$ cat src/rtl/cmf_pkg.sv
package cmf_pkg;
  localparam int unsigned REG_W     = 8;
  localparam int unsigned START_BIT = 0;
  localparam int unsigned EN_BIT    = 0;
  localparam int unsigned VAL_LSB   = 1;
  localparam int unsigned AUX_LSB   = 6;
  localparam logic        GLB_ADR   = 1'b0;
  localparam logic        FILL_ADR  = 1'b1;

  typedef enum logic [2:0] {
    ST_IDLE,
    ST_ARM,
    ST_SWA,
    ST_GAP,
    ST_SWB,
    ST_TAIL
  } seq_st_e;
endpackage

$ cat src/rtl/cmf_regs.sv
module cmf_regs
  import cmf_pkg::*;
#(
  parameter int unsigned FILL_W = 5,
  parameter int unsigned AUX_W  = 2
) (
  input  logic              clk_i,
  input  logic              rst_ni,
  input  logic              we_i,
  input  logic              addr_i,
  input  logic [REG_W-1:0]  wdata_i,
  input  logic              busy_i,
  input  logic              fin_i,
  output logic              start_o,
  output logic              abort_o,
  output logic              en_o,
  output logic [FILL_W-1:0] fill_val_o,
  output logic [AUX_W-1:0]  aux_o,
  output logic [REG_W-1:0]  rdata_o
);
  logic              en_q, start_q;
  logic [FILL_W-1:0] val_q;
  logic [AUX_W-1:0]  aux_q;
  logic              fill_wr, glb_wr;

  assign fill_wr = we_i && (addr_i == FILL_ADR);
  assign glb_wr  = we_i && (addr_i == GLB_ADR);

  // rising edge of start, gated by enable
  assign start_o = fill_wr && wdata_i[START_BIT] && !start_q && en_q && !busy_i;
  assign abort_o = busy_i && ((fill_wr && !wdata_i[START_BIT]) ||
                              (glb_wr && !wdata_i[EN_BIT]));

  always_ff @(posedge clk_i or negedge rst_ni) begin
    if (!rst_ni) begin
      en_q    <= 1'b0;
      start_q <= 1'b0;
      val_q   <= '0;
      aux_q   <= '0;
    end else begin
      if (glb_wr) en_q <= wdata_i[EN_BIT];
      if (fin_i || abort_o) start_q <= 1'b0;
      else if (fill_wr)     start_q <= wdata_i[START_BIT];
      if (fill_wr && !busy_i) begin
        val_q <= wdata_i[VAL_LSB +: FILL_W];
        aux_q <= wdata_i[AUX_LSB +: AUX_W];
      end
    end
  end

  always_comb begin
    rdata_o = '0;
    if (addr_i == FILL_ADR) begin
      rdata_o[START_BIT]            = start_q;
      rdata_o[VAL_LSB +: FILL_W]    = val_q;
      rdata_o[AUX_LSB +: AUX_W]     = aux_q;
    end else begin
      rdata_o[EN_BIT] = en_q;
    end
  end

  assign en_o       = en_q;
  assign fill_val_o = val_q;
  assign aux_o      = aux_q;
endmodule

$ cat src/rtl/cmf_seq.sv
module cmf_seq
  import cmf_pkg::*;
#(
  parameter int unsigned ADDR_W = 6
) (
  input  logic              clk_i,
  input  logic              rst_ni,
  input  logic              start_i,
  input  logic              abort_i,
  input  logic              frame_i,
  output logic              busy_o,
  output logic              fin_o,
  output logic              done_o,
  output logic              we_o,
  output logic [ADDR_W-1:0] waddr_o
);
  localparam int unsigned       DEPTH     = 1 << ADDR_W;
  localparam logic [ADDR_W-1:0] HALF_LAST = ADDR_W'(DEPTH / 2 - 1);
  localparam logic [ADDR_W-1:0] LAST      = ADDR_W'(DEPTH - 1);

  seq_st_e           st_q, st_d;
  logic [ADDR_W-1:0] addr_q, addr_d;
  logic              done_q;

  always_comb begin
    st_d   = st_q;
    addr_d = addr_q;
    fin_o  = 1'b0;
    we_o   = 1'b0;
    unique case (st_q)
      ST_IDLE: if (start_i) st_d = ST_ARM;
      ST_ARM: if (frame_i) begin
        st_d   = ST_SWA;
        addr_d = '0;
      end
      ST_SWA: begin
        we_o   = 1'b1;
        addr_d = addr_q + 1'b1;
        if (addr_q == HALF_LAST) st_d = ST_GAP;
      end
      ST_GAP: if (frame_i) st_d = ST_SWB;
      ST_SWB: begin
        we_o   = 1'b1;
        addr_d = addr_q + 1'b1;
        if (addr_q == LAST) st_d = ST_TAIL;
      end
      ST_TAIL: if (frame_i) begin
        st_d  = ST_IDLE;
        fin_o = 1'b1;
      end
      default: st_d = ST_IDLE;
    endcase
    // word at the abort edge still commits
    if (abort_i) begin
      st_d  = ST_IDLE;
      fin_o = 1'b0;
    end
  end

  always_ff @(posedge clk_i or negedge rst_ni) begin
    if (!rst_ni) begin
      st_q   <= ST_IDLE;
      addr_q <= '0;
      done_q <= 1'b0;
    end else begin
      st_q   <= st_d;
      addr_q <= addr_d;
      done_q <= fin_o;
    end
  end

  assign busy_o  = (st_q != ST_IDLE);
  assign done_o  = done_q;
  assign waddr_o = addr_q;
endmodule

$ cat src/rtl/cmf_ram.sv
module cmf_ram #(
  parameter int unsigned ADDR_W = 6,
  parameter int unsigned DATA_W = 16
) (
  input  logic              clk_i,
  input  logic              we_i,
  input  logic [ADDR_W-1:0] waddr_i,
  input  logic [DATA_W-1:0] wdata_i,
  input  logic [ADDR_W-1:0] raddr_i,
  output logic [DATA_W-1:0] rdata_o
);
  localparam int unsigned DEPTH = 1 << ADDR_W;

  logic [DATA_W-1:0] mem_q [DEPTH];

  always_ff @(posedge clk_i) begin
    if (we_i) mem_q[waddr_i] <= wdata_i;
    rdata_o <= mem_q[raddr_i];
  end
endmodule

$ cat src/rtl/cm_fill_top.sv
module cm_fill_top
  import cmf_pkg::*;
#(
  parameter int unsigned ADDR_W = 6,
  parameter int unsigned DATA_W = 16,
  parameter int unsigned FILL_W = 5,
  parameter int unsigned AUX_W  = 2
) (
  input  logic              clk_i,
  input  logic              rst_ni,
  input  logic              reg_we_i,
  input  logic              reg_addr_i,
  input  logic [REG_W-1:0]  reg_wdata_i,
  output logic [REG_W-1:0]  reg_rdata_o,
  input  logic              frame_i,
  input  logic              mem_we_i,
  input  logic [ADDR_W-1:0] mem_waddr_i,
  input  logic [DATA_W-1:0] mem_wdata_i,
  input  logic [ADDR_W-1:0] mem_raddr_i,
  output logic [DATA_W-1:0] mem_rdata_o,
  output logic              busy_o,
  output logic              done_o,
  output logic [AUX_W-1:0]  aux_o
);
  localparam int unsigned LOW_W = DATA_W - FILL_W;

  logic              start_p, abort_p, fin_p, blk_en, eng_we;
  logic [FILL_W-1:0] fill_val;
  logic [ADDR_W-1:0] eng_addr;
  logic [DATA_W-1:0] eng_wdata;
  logic              ram_we;
  logic [ADDR_W-1:0] ram_waddr;
  logic [DATA_W-1:0] ram_wdata;

  cmf_regs #(.FILL_W(FILL_W), .AUX_W(AUX_W)) u_regs (
    .clk_i     (clk_i),
    .rst_ni    (rst_ni),
    .we_i      (reg_we_i),
    .addr_i    (reg_addr_i),
    .wdata_i   (reg_wdata_i),
    .busy_i    (busy_o),
    .fin_i     (fin_p),
    .start_o   (start_p),
    .abort_o   (abort_p),
    .en_o      (blk_en),
    .fill_val_o(fill_val),
    .aux_o     (aux_o),
    .rdata_o   (reg_rdata_o)
  );

  cmf_seq #(.ADDR_W(ADDR_W)) u_seq (
    .clk_i  (clk_i),
    .rst_ni (rst_ni),
    .start_i(start_p),
    .abort_i(abort_p),
    .frame_i(frame_i),
    .busy_o (busy_o),
    .fin_o  (fin_p),
    .done_o (done_o),
    .we_o   (eng_we),
    .waddr_o(eng_addr)
  );

  assign eng_wdata = {fill_val, {LOW_W{1'b0}}};

  // engine owns the write port while busy
  assign ram_we    = busy_o ? eng_we    : mem_we_i;
  assign ram_waddr = busy_o ? eng_addr  : mem_waddr_i;
  assign ram_wdata = busy_o ? eng_wdata : mem_wdata_i;

  cmf_ram #(.ADDR_W(ADDR_W), .DATA_W(DATA_W)) u_ram (
    .clk_i  (clk_i),
    .we_i   (ram_we),
    .waddr_i(ram_waddr),
    .wdata_i(ram_wdata),
    .raddr_i(mem_raddr_i),
    .rdata_o(mem_rdata_o)
  );
endmodule

$ cat config.mk
export PLATFORM = sky130hd
export DESIGN_NAME = cm_fill_top
export DESIGN_NICKNAME = d
export VERILOG_FILES = /design/src/rtl/cmf_pkg.sv /design/src/rtl/cmf_regs.sv /design/src/rtl/cmf_seq.sv /design/src/rtl/cmf_ram.sv /design/src/rtl/cm_fill_top.sv
export SDC_FILE = /design/constraint.sdc
export NUM_CORES = 1
export LEC_CHECK = 0
export CAP_MARGIN = 20
export CORE_MARGIN = 2
export CORE_UTILIZATION = 53
export DETAILED_ROUTE_END_ITERATION = 7
export PLACE_DENSITY = 0.69
export SLEW_MARGIN = 25
export SYNTH_ARGS = -nofsm -noshare
export SYNTH_HDL_FRONTEND = slang
export SYNTH_SLANG_ARGS = --single-unit
export TNS_END_PERCENT = 50
$ cat constraint.sdc
create_clock -name clk_i -period 6.3 [get_ports clk_i]
set_input_delay 0.63 -clock clk_i [delete_from_list [all_inputs] [get_ports clk_i]]
set_output_delay 0.63 -clock clk_i [all_outputs]
set_load 0.01 [all_outputs]
==> impl_metrics.tcl, run 1 <==
set metrics [dict create \
    grt_max_degree 92 \
    min_period_ns 3.10 \
    numClockSinks 1059 \
    ir_drop_mv 0.527 \
    cp.depth 7 \
    clk_pin_slew_ns 0.06 \
    place.port_buffers 69 \
    synth.area.top_cells "edfxtp_1, mux4_2, dfrtp_1" \
    startpoint_type "register" \
    multi_input_area_um2 8740 \
    syn_to_final_growth_pct 13.5 \
    leakagePower_uw 0.0148 \
    chipHeight_um 282 \
    powerDensity_nw_per_um2 376 \
    gp_congestion 0.828 \
    cts_setup_buffers 0 \
    ys_seq_area_frac 0.772 \
    grt_antenna_before_repair 2 \
    slowest_stage "nand2_1" \
    cts_max_path_buffers 3 \
    fin_setup_tns_ns 0 \
    r2r_start "u_seq.st_q[1]" \
    arrival_ns 3.44 \
    r2r_cells 7 \
    dp.final_hpwl_um 52100 \
    synth-seq-cells 1059 \
    rows 101 \
    nNetsFinal 2101 \
    grt_overflow 0 \
    synth_area_um2 40900 \
    critical_path_class "reg2reg" \
    synthTopCellsByCount "edfxtp_1, mux4_2, nor2_1" \
    setup_viol 0 \
    fillers 5179 \
    grt_pass1_wl_um 134000 \
    end_kind "register" \
    maxSlewHeadroom 0.396 \
    r2r-end "u_ram.mem_q[54][15]" \
    cp_slowest_stage_delay_ns 0.54 \
    crit_required_ns 6.64 \
    syn_inst 1888 \
    dr_total_vias 19600 \
    synth_top_area_share 0.752 \
    drive_gt1_frac 0.261 \
    avgSynthCellArea_um2 21.7 \
    drc 0 \
    htree_levels 3 \
    status "complete, no violations" \
    drt_first_iter_violations 2497 \
    path_buf_inv 2 \
    clockRootBuffer "clkbuf_16" \
    die-width_um 282 \
    clock_skew_ns 0.0223 \
    regArea_um2 31500 \
    rsz0062_at_grt "false" \
    synth_edf_count 1024 \
    cts_tree "done" \
    syn-num-nets 1931 \
    drv_slew 0 \
    path_delay_family "simple AND/OR/NAND/NOR gates" \
    min_period_over_period 0.492 \
    path_cells "nor3_4 > buf_4 > nand2_1 > o2bb2ai_1 > nand2_1 > nor2_1 > buf_4" \
    yosysWarnings 0 \
    insertedDiodeCount 0 \
    insertion_delay_ns 0.66 \
    worst-path-max-fanout 35 \
    drv_cap 0 \
    ant_nets 0 \
    drtPass1Iterations 5 \
    synthFlopType "edfxtp_1" \
    max_freq_ghz 0.323 \
    yosysTopAreaCell "edfxtp_1" \
    coreArea_um2 76200 \
    tightest_slew_ns 0.903 \
    wl_per_cell_um 28.9 \
    hold_buffers 0 \
    min_path_type "in2async" \
    setup_ws_ns 3.20 \
    r2r_slack_ns 3.20 \
    postCtsResizedCells 0 \
    viasPerCell 6.18 \
    pre_cts_slack_ns 2.61 \
    grt_pass1_vias 19800 \
    yosysMostFrequentCell "edfxtp_1" \
    track_usage 0.237 \
    wirelength_um 91500 \
    cts_buffers 103 \
    hold_viol_final 0 \
    dieArea_um2 79400 \
    async_flop_share 0.0179 \
    netlist-cell-type-count 50 \
    start_util 0.536 \
    ios 70 \
]
## worst max-delay path by stage
| stage | startpoint | end |
|---|---|---|
| final | u_seq.st_q[1] | u_ram.mem_q[54][15] |
| after global placement | mem_raddr_i[4] | u_ram.rdata_o[15] |
| after detailed placement | mem_raddr_i[4] | u_ram.rdata_o[13] |
| after CTS | u_seq.st_q[1] | busy_o |
| after floorplan | u_seq.st_q[0] | u_ram.mem_q[33][0] |
| after global routing | u_seq.st_q[1] | u_ram.mem_q[54][15] |
## logic make-up (layout without fill, tap and decap cells)
logic type,Yosys count,after routing,synth area share
buf+inv,103,355,0.0152
compound gates,165,165,0.0241
fa+ha+maj,1,1,0.000306
mux,320,320,0.161
flops,1059,1059,0.772
xor+xnor,4,4,0.000857
simple gates,236,236,0.0265
## cells in the final DEF, fill, tap and decap left out, types with 30 or more instances in the layout
master           netlist  layout
a21oi_1               32      32
buf_4                 11      94
clkbuf_16              0     104
clkdlybuf4s50_1        0      64
edfxtp_1            1024    1024
mux2i_1               37      37
mux4_2               270     270
nand2_1               75      70
nor2_1                90      90
o21ai_0               41      41
o21ai_1               30      30
## final cells by class
class | count | area share
flip-flops and latches | 1059 | 0.680
multi-input cells | 726 | 0.188
clock buffers | 126 | 0.0585
repair buffers | 164 | 0.0312
well taps | 1030 | 0.0278
clock inverters | 61 | 0.0136
inverters | 4 | 0.000324
## routing by layer
layer  global-route usage  wire [um]
met4               0.0738       2580
met3               0.0597       8710
met2                0.360      43400
met5                    0         28
met1                0.344      36800
## power by group
group | internal [uW] | leakage (uW) | switching, uW
clock network | 3550 | 0.00165 | 2540
registers | 8920 | 0.00969 | 110
logic | 566 | 0.00348 | 1760
## per-stage QoR
step                instance area [um^2]  power [uW]  utilization  instances  hold slack (ns)
finish                             46400       17400        0.609       3170            0.478
global route                       46400       18000        0.609       3170            0.530
CTS                                46400       17600        0.608       3169            0.479
detailed placement                 43000       11500        0.564       2982            0.523
global placement                   43000       11400        0.564       2982            0.508
floorplan                          40900       10400            -       1888            0.334
## sequential cells by signal, indices dropped and copies added, names as in the netlist
register           flops
u_ram.mem_q         1024
u_ram.rdata_o         16
u_regs.aux_o           2
u_regs.en_o            1
u_regs.fill_val_o      5
u_regs.start_q         1
u_seq.done_o           1
u_seq.st_q             3
u_seq.waddr_o          6
(Power assumes the default switching activity.)
==> run 2: changes to the inputs <==
--- a/config.mk
+++ b/config.mk
@@ -9,7 +9,7 @@
 export CORE_MARGIN = 2
 export CORE_UTILIZATION = 53
 export DETAILED_ROUTE_END_ITERATION = 7
-export PLACE_DENSITY = 0.69
+export PLACE_DENSITY = 0.72
 export SLEW_MARGIN = 25
 export SYNTH_ARGS = -nofsm -noshare
 export SYNTH_HDL_FRONTEND = slang
==> constraint.sdc (replaced) <==
create_clock -name clk_i -period 2.75 [get_ports clk_i]
set_input_delay 0.275 -clock clk_i [delete_from_list [all_inputs] [get_ports clk_i]]
set_output_delay 0.275 -clock clk_i [all_outputs]
set_load 0.01 [all_outputs]
==> impl_metrics.tcl, run 2 (synthesized netlist as in run 1, its figures left out) <==
set metrics [dict create \
    ant_nets 0 \
    clockRootBuffer "clkbuf_16" \
    regArea_um2 31500 \
    ir_drop_mv 0.962 \
    final_cell_mix "edfxtp_1, mux4_2, clkbuf_16, buf_4, nor2_1" \
    min_path_type "in2reg" \
    ios 70 \
    powerDensity_nw_per_um2 857 \
    track_usage 0.245 \
    drv_slew 0 \
    clock_skew_ns 0.0259 \
    r2r_cells 6 \
    cts_setup_buffers 0 \
    slowest_stage "dfrtp_1" \
    arrival_ns 2.86 \
    path_cells "nor3_4 > inv_2 > mux2i_1 > nand2_1 > nor2_1 > buf_4" \
    grt_pass1_vias 20500 \
    htree_levels 3 \
    syn_to_final_growth_pct 16.7 \
    fillers 4958 \
    cts_buffers 102 \
    crit_required_ns 3.08 \
    largest_reg_flops 1024 \
    numClockSinks 1059 \
    insertion_delay_ns 0.67 \
    die-width_um 282 \
    tightest_slew_ns 0.907 \
    holdWs_ns 0.0522 \
    min_period_ns 2.53 \
    drtPass1Iterations 7 \
    cts_max_path_buffers 3 \
    drv_cap 0 \
    viasPerCell 6.25 \
    hold_viol_final 0 \
    grt_pass1_wl_um 139000 \
    hold_buffers 0 \
    clk_pin_slew_ns 0.07 \
    layout_commonest_cell "edfxtp_1" \
    worst-path-max-fanout 16 \
    start_util 0.536 \
    hp-start "mem_raddr_i[3]" \
    whs_endpoint "u_ram.rdata_o[9]" \
    r2r_start "u_seq.st_q[2]" \
    r2r_slack_ns 0.22 \
    critical_path_class "reg2reg" \
    fin_setup_tns_ns 0 \
    status "complete, no violations" \
    rsz0062_at_grt "false" \
    dp.cells 3048 \
    drc 0 \
    drive_gt1_frac 0.284 \
    gp_congestion 0.842 \
    min_period_over_period 0.921 \
    cts_tree "done" \
    wirelength_um 94800 \
    top_register "u_ram.mem_q" \
    dieArea_um2 79400 \
    max_freq_ghz 0.395 \
    place.port_buffers 69 \
    wl_per_cell_um 29.3 \
    grt_max_degree 65 \
    setup_viol 0 \
    rows 101 \
    insertedDiodeCount 0 \
    grt_overflow 0 \
    layout.cells.non_filler 3239 \
    end_kind "register" \
    dr_total_vias 20300 \
    leakagePower_uw 0.0154 \
    drt_first_iter_violations 2472 \
    startpoint_type "register" \
    postCtsResizedCells 0 \
    maxSlewHeadroom 0.394 \
    multi_input_area_um2 8740 \
    nNetsFinal 2165 \
    cp_slowest_stage_delay_ns 0.50 \
    chipHeight_um 282 \
    coreArea_um2 76200 \
    dp.final_hpwl_um 54900 \
    r2r-end "u_ram.mem_q[15][11]" \
    grt_antenna_before_repair 1 \
    whs_path_depth 3 \
]
## run 2: cell types whose count changed in the layout (fill, tap and decap cells not counted), moves of 3 or more
cell / previous run / this run
buf_12: 2 / 59
buf_4: 94 / 103
clkinv_2: 26 / 21
clkinv_4: 0 / 5
bufinv_16: 12 / 16
clkbuf_8: 3 / 0
clkinv_1: 15 / 18
## run 2: how the worst max path moves through the flow
stage | from | endpoint | slack [ns]
2_1_floorplan | u_seq.st_q[0] | u_ram.mem_q[33][0] | 0.04
4_1_cts | u_seq.st_q[2] | u_ram.mem_q[4][11] | 0.13
5_1_grt | u_seq.st_q[2] | u_ram.mem_q[40][6] | 0.02
3_3_place_gp | mem_raddr_i[1] | u_ram.rdata_o[5] | 0.17
6_report | u_seq.st_q[2] | u_ram.mem_q[15][11] | 0.22
3_5_place_dp | mem_raddr_i[1] | u_ram.rdata_o[5] | 0.13
## run 2: layout make-up
cell class / instances / share of cell area
multi-input combinational: 726 / 0.183
sequential: 1059 / 0.661
timing repair buffer: 229 / 0.0551
tap: 1030 / 0.0270
clock inverter: 70 / 0.0174
inverter: 4 / 0.000315
clock buffer: 121 / 0.0555
## run 2: where the power goes
part,leakage (uW),switching (uW),internal [uW]
clock network,0.00169,6010,8420
registers,0.00969,266,20400
logic,0.00398,4190,1600
total,0.0154,10500,30400
## run 2: routing by layer
metal / routed length [um] / up-vias / GRT usage
li1: - / 8340 / -
met2: 46100 / 1149 / 0.390
met4: 2180 / 2 / 0.0689
met5: 11 / - / 0
met3: 9340 / 126 / 0.0525
met1: 37100 / 10600 / 0.349
## run 2: per-stage QoR
step	util	area, um^2	setup slack [ns]	total power [uW]
after floorplan	-	40900	0.0393	23800
after global placement	0.580	44200	0.171	26400
after detailed placement	0.580	44200	0.133	26800
after CTS	0.626	47700	0.129	41100
after global routing	0.626	47700	0.0217	42100
final	0.626	47700	0.217	40900
## run 2: worst max-delay path, delay by kind of cell (launching register included)
kind,cells,cell delay (ns)
mux,1,0.37
buf+inv,2,0.44
flops,1,0.50
simple gates,3,0.86
